$ cat src/rtl/usb_in_ep_pkg.sv
package usb_in_ep_pkg;

    localparam int DATA_W  = 32;
    localparam int ADDR_W  = 2;
    localparam int CNT_W   = 11;
    localparam int DEV_W   = 7;
    localparam int SLOTS   = 2;
    localparam int PTR_W   = (SLOTS > 1) ? $clog2(SLOTS) : 1;
    localparam int PEND_W  = $clog2(SLOTS + 1);

    // control register bit positions
    localparam int CB_REQ   = 0;
    localparam int CB_CLR   = 1;
    localparam int CB_ACLR  = 2;
    localparam int CB_AREQ  = 3;
    localparam int CB_DBL   = 4;
    localparam int CB_PEND  = 5;
    localparam int CB_COUNT = 16;

    // target register field positions
    localparam int TF_FUNC = 0;
    localparam int TF_HUB  = 8;
    localparam int TF_PORT = 16;

    typedef enum logic [ADDR_W-1:0] {
        RA_CTRL   = 2'd0,
        RA_MAXP   = 2'd1,
        RA_TARGET = 2'd2,
        RA_INT    = 2'd3
    } reg_addr_e;

    typedef struct packed {
        logic              dbl;
        logic              auto_req;
        logic              auto_clr;
        logic [CNT_W-1:0]  maxp;
        logic [DEV_W-1:0]  func;
        logic [DEV_W-1:0]  hub_addr;
        logic [DEV_W-1:0]  hub_port;
    } ep_cfg_t;

    typedef struct packed {
        logic              req;
        logic [PEND_W-1:0] pending;
        logic [CNT_W-1:0]  head_bytes;
    } ep_stat_t;

    function automatic logic [PEND_W-1:0] slot_cap(input logic dbl);
        return dbl ? PEND_W'(SLOTS) : PEND_W'(1);
    endfunction

    function automatic logic [PTR_W-1:0] ptr_next(input logic [PTR_W-1:0] p);
        return (p == PTR_W'(SLOTS - 1)) ? '0 : PTR_W'(p + PTR_W'(1));
    endfunction

endpackage

$ cat src/rtl/usb_in_ep_rxq.sv
module usb_in_ep_rxq
    import usb_in_ep_pkg::*;
(
    input  logic              clk,
    input  logic              rst,
    input  logic              dbl,
    input  logic              auto_clr,
    input  logic [CNT_W-1:0]  maxp,
    input  logic              pkt_valid,
    input  logic [CNT_W-1:0]  pkt_bytes,
    input  logic              fifo_rd,
    input  logic              sw_clr,
    output logic [PEND_W-1:0] pending,
    output logic [CNT_W-1:0]  head_bytes,
    output logic              pkt_accept,
    output logic              ready_fall,
    output logic              full
);
    logic [CNT_W-1:0] slot_bytes [SLOTS];
    logic [PTR_W-1:0] head_ptr, tail_ptr;
    logic [CNT_W-1:0] rd_cnt;
    logic             have, auto_pop, pop;

    always_comb begin
        full       = (pending >= slot_cap(dbl));
        pkt_accept = pkt_valid && !full;
        have       = (pending != '0);
        head_bytes = slot_bytes[head_ptr];
        auto_pop   = auto_clr && have && fifo_rd && (head_bytes == maxp)
                     && ((rd_cnt + CNT_W'(1)) == maxp);
        pop        = have && (sw_clr || auto_pop);
        ready_fall = pop && (pending == PEND_W'(1)) && !pkt_accept;
    end

    for (genvar i = 0; i < SLOTS; i++) begin : g_slot
        always_ff @(posedge clk) begin
            if (rst)
                slot_bytes[i] <= '0;
            else if (pkt_accept && (tail_ptr == PTR_W'(i)))
                slot_bytes[i] <= pkt_bytes;
        end
    end

    always_ff @(posedge clk) begin
        if (rst) begin
            pending  <= '0;
            head_ptr <= '0;
            tail_ptr <= '0;
            rd_cnt   <= '0;
        end else begin
            pending <= PEND_W'(pending + PEND_W'(pkt_accept) - PEND_W'(pop));
            if (pkt_accept) tail_ptr <= ptr_next(tail_ptr);
            if (pop)        head_ptr <= ptr_next(head_ptr);
            if (pop)
                rd_cnt <= '0;
            else if (fifo_rd && have && (rd_cnt != head_bytes))
                rd_cnt <= rd_cnt + CNT_W'(1);
        end
    end
endmodule

$ cat src/rtl/usb_in_ep_req.sv
module usb_in_ep_req (
    input  logic clk,
    input  logic rst,
    input  logic set_req,
    input  logic grant,
    input  logic auto_req,
    input  logic ready_fall,
    input  logic full,
    output logic req_q
);
    always_ff @(posedge clk) begin
        if (rst)
            req_q <= 1'b0;
        else if (grant && req_q)
            req_q <= 1'b0;
        else if ((set_req && !full) || (auto_req && ready_fall))
            req_q <= 1'b1;
    end
endmodule

$ cat src/rtl/usb_in_ep_regs.sv
module usb_in_ep_regs
    import usb_in_ep_pkg::*;
#(
    parameter logic [CNT_W-1:0] MAXP_RST = CNT_W'(64)
) (
    input  logic              clk,
    input  logic              rst,
    input  logic              wr,
    input  logic              rd,
    input  logic [ADDR_W-1:0] addr,
    input  logic [DATA_W-1:0] wdata,
    input  ep_stat_t          stat,
    input  logic              pkt_accept,
    output ep_cfg_t           cfg,
    output logic              set_req,
    output logic              sw_clr,
    output logic              irq,
    output logic [DATA_W-1:0] rdata
);
    reg_addr_e ra;
    assign ra = reg_addr_e'(addr);

    assign set_req = wr && (ra == RA_CTRL) && wdata[CB_REQ];
    assign sw_clr  = wr && (ra == RA_CTRL) && wdata[CB_CLR];

    always_ff @(posedge clk) begin
        if (rst) begin
            cfg      <= '0;
            cfg.maxp <= MAXP_RST;
        end else if (wr) begin
            case (ra)
                RA_CTRL: begin
                    cfg.auto_clr <= wdata[CB_ACLR];
                    cfg.auto_req <= wdata[CB_AREQ];
                    cfg.dbl      <= wdata[CB_DBL];
                end
                RA_MAXP:   cfg.maxp <= wdata[CNT_W-1:0];
                RA_TARGET: begin
                    cfg.func     <= wdata[TF_FUNC +: DEV_W];
                    cfg.hub_addr <= wdata[TF_HUB  +: DEV_W];
                    cfg.hub_port <= wdata[TF_PORT +: DEV_W];
                end
                default: ;
            endcase
        end
    end

    always_ff @(posedge clk) begin
        if (rst)
            irq <= 1'b0;
        else if (pkt_accept)
            irq <= 1'b1;
        else if (rd && (ra == RA_INT))
            irq <= 1'b0;
    end

    always_comb begin
        rdata = '0;
        case (ra)
            RA_CTRL: begin
                rdata[CB_REQ]                 = stat.req;
                rdata[CB_CLR]                 = (stat.pending != '0);
                rdata[CB_ACLR]                = cfg.auto_clr;
                rdata[CB_AREQ]                = cfg.auto_req;
                rdata[CB_DBL]                 = cfg.dbl;
                rdata[CB_PEND +: PEND_W]      = stat.pending;
                rdata[CB_COUNT +: CNT_W]      = stat.head_bytes;
            end
            RA_MAXP:   rdata[CNT_W-1:0] = cfg.maxp;
            RA_TARGET: begin
                rdata[TF_FUNC +: DEV_W] = cfg.func;
                rdata[TF_HUB  +: DEV_W] = cfg.hub_addr;
                rdata[TF_PORT +: DEV_W] = cfg.hub_port;
            end
            RA_INT:    rdata[0] = irq;
            default:   rdata = '0;
        endcase
    end
endmodule

$ cat src/rtl/usb_in_ep_ctrl.sv
module usb_in_ep_ctrl
    import usb_in_ep_pkg::*;
#(
    parameter logic [CNT_W-1:0] MAXP_RST = CNT_W'(64)
) (
    input  logic              clk,
    input  logic              rst,
    input  logic              reg_wr,
    input  logic              reg_rd,
    input  logic [ADDR_W-1:0] reg_addr,
    input  logic [DATA_W-1:0] reg_wdata,
    output logic [DATA_W-1:0] reg_rdata,
    output logic              sched_req,
    input  logic              sched_grant,
    output logic [DEV_W-1:0]  sched_func_addr,
    output logic [DEV_W-1:0]  sched_hub_addr,
    output logic [DEV_W-1:0]  sched_hub_port,
    input  logic              pkt_rx_valid,
    input  logic [CNT_W-1:0]  pkt_rx_bytes,
    input  logic              fifo_rd,
    output logic              rx_ready,
    output logic              rx_irq
);
    ep_cfg_t           cfg;
    ep_stat_t          stat;
    logic              set_req, sw_clr, pkt_accept, ready_fall, full, req_q;
    logic [PEND_W-1:0] pending;
    logic [CNT_W-1:0]  head_bytes;

    usb_in_ep_regs #(.MAXP_RST(MAXP_RST)) u_regs (
        .clk(clk), .rst(rst), .wr(reg_wr), .rd(reg_rd), .addr(reg_addr),
        .wdata(reg_wdata), .stat(stat), .pkt_accept(pkt_accept), .cfg(cfg),
        .set_req(set_req), .sw_clr(sw_clr), .irq(rx_irq), .rdata(reg_rdata)
    );

    usb_in_ep_rxq u_rxq (
        .clk(clk), .rst(rst), .dbl(cfg.dbl), .auto_clr(cfg.auto_clr),
        .maxp(cfg.maxp), .pkt_valid(pkt_rx_valid), .pkt_bytes(pkt_rx_bytes),
        .fifo_rd(fifo_rd), .sw_clr(sw_clr), .pending(pending),
        .head_bytes(head_bytes), .pkt_accept(pkt_accept),
        .ready_fall(ready_fall), .full(full)
    );

    usb_in_ep_req u_req (
        .clk(clk), .rst(rst), .set_req(set_req), .grant(sched_grant),
        .auto_req(cfg.auto_req), .ready_fall(ready_fall), .full(full),
        .req_q(req_q)
    );

    always_comb begin
        stat.req        = req_q;
        stat.pending    = pending;
        stat.head_bytes = head_bytes;
    end

    assign sched_req       = req_q;
    assign sched_func_addr = cfg.func;
    assign sched_hub_addr  = cfg.hub_addr;
    assign sched_hub_port  = cfg.hub_port;
    assign rx_ready        = (pending != '0);
endmodule

$ cat config.mk
export PLATFORM = sky130hd
export DESIGN_NAME = usb_in_ep_ctrl
export DESIGN_NICKNAME = d
export VERILOG_FILES = /design/src/rtl/usb_in_ep_pkg.sv /design/src/rtl/usb_in_ep_rxq.sv /design/src/rtl/usb_in_ep_req.sv /design/src/rtl/usb_in_ep_regs.sv /design/src/rtl/usb_in_ep_ctrl.sv
export SDC_FILE = /design/constraint.sdc
export NUM_CORES = 1
export LEC_CHECK = 0
export ABC_AREA = 0
export BUFFER_PORTS_ARGS = -buffer_cell sky130_fd_sc_hd__buf_4
export CORE_MARGIN = 2
export CORE_UTILIZATION = 40
export DETAILED_ROUTE_END_ITERATION = 10
export PLACE_DENSITY_LB_ADDON = 0.08
export SETUP_SLACK_MARGIN = 0.15
export SLEW_MARGIN = 20
export SYNTH_ARGS = -nofsm -noshare
export SYNTH_HDL_FRONTEND = slang
export SYNTH_SLANG_ARGS = --single-unit
$ cat constraint.sdc
create_clock -name clk -period 3.15 [get_ports clk]
set_clock_uncertainty 0.1 [all_clocks]
set_input_delay 0.315 -clock clk [delete_from_list [all_inputs] [get_ports clk]]
set_output_delay 0.315 -clock clk [all_outputs]
set_load 0.01 [all_outputs]
==> flow_summary.ini, run 1 <==
[drt]
routed_via_density = 5.10
drt-pass1-iter-count = 7
wl_mm = 11.4
antenna_left = 0
drc_errors = 0
wl_per_cell_um = 15.9
first_iter_violations = 152
num_vias = 3639

[timing]
tns_ps = 0
setup_violations = 0
max_freq_mhz = 334
drv_slew = 0
fin_crit_sh = 0.950
maxSlewHeadroom = 0.476
finalHoldViolations = 0
rsz0062_at_grt = true
final.min_clock_period_ps = 2990
tightest_slew_ps = 784

[power_and_ir_drop]
pwr-share-clk = 0.293
seqPwrFrac = 0.412
power_frac_comb = 0.295
ir_worst_vdd_mv = 0.282
power.density_nw_per_um2 = 553
power.total_mw = 2.91
p_leak_nw = 2.10
intPower_mw = 1.99
p_sw_frac = 0.318
p_sw_mw = 0.927

[placement]
dpl.hpwl_mm = 8.27
placedCellCount = 698
io_buffers = 91
placed_area_um2 = 4990
gp_congestion = 0.859

[setup_path]
cp.required_ps = 3280
max_stage_delay_ps = 470
crit_path_frequent_cell = ha_1
start_kind = register
critPathTopFamily = simple AND/OR/NAND/NOR gates
path_cells = mux2_4 > or3_4 > a211oi_2 > nand4_1 > or4_4 > a21oi_4 > ha_1 > inv_1 > ha_1 > xor2_1 > xnor2_1 > nor2_1
endpoint_kind = register
path_class = reg2reg
cp.arrival_ps = 3120
cp_max_fo = 3
cp.buffers_inverters = 1
slowest_stage = or4_4

[grt]
grt_max_degree = 48
antenna_found_initial = 0
grt_pass1_vias = 3518
grt.total_usage = 0.206
overflow = 0
grt_pass1_wl_mm = 18.4

[clocking]
cts.sinks = 75
clk_latency_ps = 350
htree_levels = 3
cts.clk_slew.worst_paths_ps = 90
cts_tree = built
numCtsBuffers = 9
cts_root_buf = clkbuf_8
clockBufferDepth = 2

[synthesis]
synth-seq-area-share = 0.405
synthesis.area_um2 = 4250
netlist_top_cells_area = dfxtp_1 25%, edfxtp_1 16%, nand2_1 7.7%, xnor2_1 5.6%, a21oi_1 5.1%
yosys.area_share.simple = 0.236
synth-edff-count = 22
yosysTopAreaCellShare = 0.249
yosysWarnings = 0
synthAdderAreaFrac = 0.0294
ys_types = 49
synth_compound_area_frac = 0.110
synth_xor_area_frac = 0.0876
synthArstFlopShare = 0
synth_ff_type = dfxtp_1
avgSynthCellArea_um2 = 8.51
synthMuxAreaShare = 0.0388
yosys.area.top_type = dfxtp_1
synth_top_family_by_area = simple AND/OR/NAND/NOR gates
ys_ff_latch = 75
syn_inst = 500

[finish]
num-fill-cells = 1027
postLayoutCoreUtil = 0.510
nNetsFinal = 635
areaGrowthSynthToFinish_pct = 23.8
final_cells = 714
mostFrequentLayoutCell = buf_4
drive_above_1_share = 0.266
fin_area_um2 = 5270
diodes = 0
final_cell_mix = 117 x buf_4, 87 x nand2_1, 46 x dfxtp_1

[floorplan]
die_w_um = 107
rows = 37
num_io_pins = 108
core_um2 = 10300
dieArea_um2 = 11500
die_height_um = 107
initial_core_util = 0.412

[outcome]
status = finished clean

[hold_path]
hp-class = in2reg

[job]
max_cap_violations = 0
[Yosys cell counts (6+ instances only)]
cell / n
buf_2: 8
nor3_1: 7
nor2b_1: 6
nand2_1: 87
nor2_1: 31
o21ai_0: 7
clkbuf_1: 24
nand3_1: 16
inv_1: 13
buf_4: 27
a222oi_1: 7
dfxtp_1: 53
xnor2_1: 27
nand4_1: 10
and2_1: 29
nand2b_1: 8
ha_1: 10
mux2i_1: 10
a21oi_1: 43
xor2_1: 13
edfxtp_1: 22
[cell type report]
class                      instances  area, um2  share of cell area
clock buffer                       9        124              0.0235
inverter                          13       48.8             0.00927
multi-input combinational        356       2200               0.417
tap                              136        170              0.0323
clock inverter                     7       97.6              0.0185
timing repair buffer             118        898               0.171
sequential                        75       1730               0.329
[worst reg2reg max path, delay by kind of cell (launching register included)]
kind / cells / cell delay (ps)
fa+ha+maj: 2 / 380
compound gates: 2 / 370
buf+inv: 1 / 60
simple gates: 4 / 1000
flops: 1 / 370
mux: 1 / 310
xor+xnor: 2 / 300
[routing by layer]
metal	share of wire	routed length [um]	up-vias	GRT usage
met4	0.014	155	0	0.0622
met2	0.47	5300	122	0.322
met3	0.066	749	10	0.0456
met5	0	0	-	0
met1	0.45	5160	1709	0.283
li1	-	-	1798	-
[cell families (layout without fill, tap and decap cells)]
logic type               after synthesis  count (layout)
other                                  1               6
flip-flops                            75              75
AO/OA/AOI/OAI                         75              75
buffers and inverters                 74             147
adder cells (fa/ha/maj)               10              10
XOR/XNOR                              41              41
multiplexers                          15              15
AND/OR/NAND/NOR                      209             209
[metrics by stage]
step                hold slack, ps  setup slack [ps]
CTS                           86.6               135
finish                         104               159
floorplan                      339               170
detailed placement             363              17.8
global placement               357              49.4
global route                  87.0              10.0
[repair_timing]
action | 4_1_cts | 5_1_grt
buffers inserted | 0 | 0
endpoints found under the setup margin | 1 | 2
gates resized for setup | 6 | 9
hold buffers | 0 | 0
[power by group through the flow]
stage	clock [mW]	combinational [mW]	sequential, mW
6_report	0.853	0.859	1.20
3_5_place_dp	0	0.849	1.22
5_1_grt	0.909	0.942	1.21
2_1_floorplan	0	0.525	1.19
4_1_cts	0.869	0.858	1.20
3_3_place_gp	0	0.843	1.21
[registers in the layout (all words and copies together), names as in the netlist, named ones only]
name and cells:
u_rxq.tail_ptr 1, u_regs.cfg 35, u_regs.irq 1, u_rxq.pending 2, u_rxq.rd_cnt 11, u_req.req_q 1
u_rxq.head_ptr 1, u_rxq.slot_bytes 22
[path summary, 6_finish.rpt]
| path | startpoint | end | slack (ps) | cells after the start |
|---|---|---|---|---|
| min reg2reg | u_regs.cfg[13]$_SDFFE_PP0P_ | u_regs.cfg[13]$_SDFFE_PP0P_ | 370 | 2 |
| min | reg_wdata[20] | u_regs.cfg[4]$_SDFFE_PP0P_ | 100 | 3 |
| max | register | u_rxq.pending[1]$_SDFF_PP0_ | 160 | 12 |
| max reg2reg | register | u_rxq.pending[1]$_SDFF_PP0_ | 160 | 12 |
Note: power is estimated with default switching activity, not from simulation.
==> inputs of run 2 (changes only) <==
--- a/config.mk
+++ b/config.mk
@@ -5,12 +5,12 @@
 export SDC_FILE = /design/constraint.sdc
 export NUM_CORES = 1
 export LEC_CHECK = 0
-export ABC_AREA = 0
 export BUFFER_PORTS_ARGS = -buffer_cell sky130_fd_sc_hd__buf_4
 export CORE_MARGIN = 2
 export CORE_UTILIZATION = 40
 export DETAILED_ROUTE_END_ITERATION = 10
 export PLACE_DENSITY_LB_ADDON = 0.08
+export REMOVE_ABC_BUFFERS = 1
 export SETUP_SLACK_MARGIN = 0.15
 export SLEW_MARGIN = 20
 export SYNTH_ARGS = -nofsm -noshare
==> flow_summary.ini, run 2 (synthesized netlist as in run 1, its figures left out) <==
[outcome]
status = finished clean

[finish]
diodes = 0
top_register = u_regs.cfg
final_cell_mix = 121 x buf_4, 87 x nand2_1, 51 x dfxtp_1
drive_above_1_share = 0.278
multi_input_area_um2 = 2270
fin_area_um2 = 5320
largest_registers = u_regs.cfg: 35 flops, u_rxq.slot_bytes: 22 flops, u_rxq.rd_cnt: 11 flops
largest_reg_flops = 35
mostFrequentLayoutCell = buf_4
nNetsFinal = 639
num-fill-cells = 995
areaGrowthSynthToFinish_pct = 25.0
register_area_um2 = 1720
final_cells = 718

[setup_path]
cp_max_fo = 2
reg2reg_depth = 12
endpoint_kind = register
crit_end = u_rxq.pending[1]$_SDFF_PP0_
path_class = reg2reg
r2r_setup_slack_ps = 100
reg2reg_to = u_rxq.pending[1]$_SDFF_PP0_
cp.required_ps = 3270
cp.arrival_ps = 3180
start_kind = register

[timing]
finalHoldViolations = 0
fin_crit_sh = 0.969
max_freq_mhz = 328
tightest_slew_ps = 894
maxSlewHeadroom = 0.404
rsz0062_at_grt = true
setup_violations = 0
final.min_clock_period_ps = 3050
drv_slew = 0

[drt]
drt-pass1-iter-count = 6
routed_via_density = 5.05
num_vias = 3627
drc_errors = 0
antenna_left = 0
wl_per_cell_um = 15.9
first_iter_violations = 146
wl_mm = 11.4

[hold_path]
hp-class = in2reg

[power_and_ir_drop]
power_frac_comb = 0.323
seqPwrFrac = 0.429
pwr-share-clk = 0.248
p_sw_frac = 0.333
ir_worst_vdd_mv = 0.259
p_leak_nw = 2.11
p_sw_mw = 0.941
power.density_nw_per_um2 = 532
intPower_mw = 1.89

[floorplan]
die_w_um = 107
dieArea_um2 = 11500
die_height_um = 107
core_um2 = 10300
rows = 37
initial_core_util = 0.412
num_io_pins = 108

[clocking]
cts.sinks = 75
cts_tree = built
clk_latency_ps = 350
cts_root_buf = clkbuf_8
htree_levels = 3
cts.clk_slew.worst_paths_ps = 80
cts-hold-fix-buffers = 0
clockBufferDepth = 2
numCtsBuffers = 9

[grt]
grt_pass1_wl_mm = 18.2
antenna_found_initial = 0
grt_max_degree = 48
grt.total_usage = 0.204
overflow = 0
grt_pass1_vias = 3488

[placement]
placedCellCount = 699
io_buffers = 91
gp_congestion = 0.842
dpl.hpwl_mm = 8.27
placed_area_um2 = 4990

[job]
max_cap_violations = 0
[run 2: cell count changes in the layout (fill, tap and decap cells not counted), sizes merged]
cell / delta
inv: -1
bufinv: -2
clkbuf: +2
buf: +4
clkinv: +1
[run 2: critical path, cell delays in order (launching register included)]
cell      delay, ps
dfxtp_2         370
mux2_4          310
or3_4           370
a211oi_2        210
nand4_1         100
or4_4           570
a21oi_4         180
ha_4            220
inv_2            60
ha_4            130
xor2_2          140
xnor2_1         130
nor2_1           50
[run 2: power by group through the flow]
| stage | Combinational, mW | Clock [mW] | Sequential [mW] |
|---|---|---|---|
| after floorplan | 0.465 | 0 | 1.21 |
| after detailed placement | 0.856 | 0 | 1.22 |
| after global routing | 1.01 | 0.759 | 1.23 |
| after global placement | 0.844 | 0 | 1.21 |
| final | 0.914 | 0.701 | 1.21 |
| after CTS | 0.893 | 0.705 | 1.21 |
[run 2: final cells by class]
class,count,area share
repair buffers,122,0.175
flip-flops and latches,75,0.324
clock buffers,11,0.0268
inverters,13,0.00918
well taps,136,0.0320
clock inverters,5,0.00683
multi-input cells,356,0.426
[run 2: how the worst min path moves through the flow]
stage | startpoint | to | slack [ps] | cells past startpoint
final | reg_wdata[6] | u_regs.cfg[27]$_SDFFE_PP1P_ | 90 | 3
after global routing | reg_wdata[6] | u_regs.cfg[27]$_SDFFE_PP1P_ | 90 | 3
after CTS | reg_wdata[6] | u_regs.cfg[27]$_SDFFE_PP1P_ | 90 | 3
after detailed placement | u_regs.cfg[13]$_SDFFE_PP0P_ | u_regs.cfg[13]$_SDFFE_PP0P_ | 360 | 2
after global placement | u_regs.cfg[13]$_SDFFE_PP0P_ | u_regs.cfg[13]$_SDFFE_PP0P_ | 350 | 2
after floorplan | rst | u_regs.cfg[0]$_SDFFE_PP0P_ | 280 | 1
[run 2: metal layers]
metal  vias up  share of wire  GRT usage
li1       1807              -          -
met1      1711           0.47      0.279
met2       102           0.47      0.332
met3         7          0.051     0.0401
met4         0         0.0075     0.0501
met5         -              0          0
[run 2: per-stage QoR]
stage           util  hold WS, ps  TNS [ps]  total power, mW  setup slack [ps]
5_1_grt        0.515         89.1         0             2.99              5.47
4_1_cts        0.510         92.0         0             2.81              78.8
6_report       0.515         89.9         0             2.83              97.2
2_1_floorplan      -          284      -127             1.68              -127
3_5_place_dp   0.483          360     -70.8             2.07             -70.8
3_3_place_gp   0.483          354         0             2.06              33.6
[run 2: timing repair]
action                                 CTS  global route
endpoints found under the hold margin    0             0
setup endpoints to repair                2             2
buffers inserted                         3             0
pin swaps                                6             3
gates resized for setup                 17             7
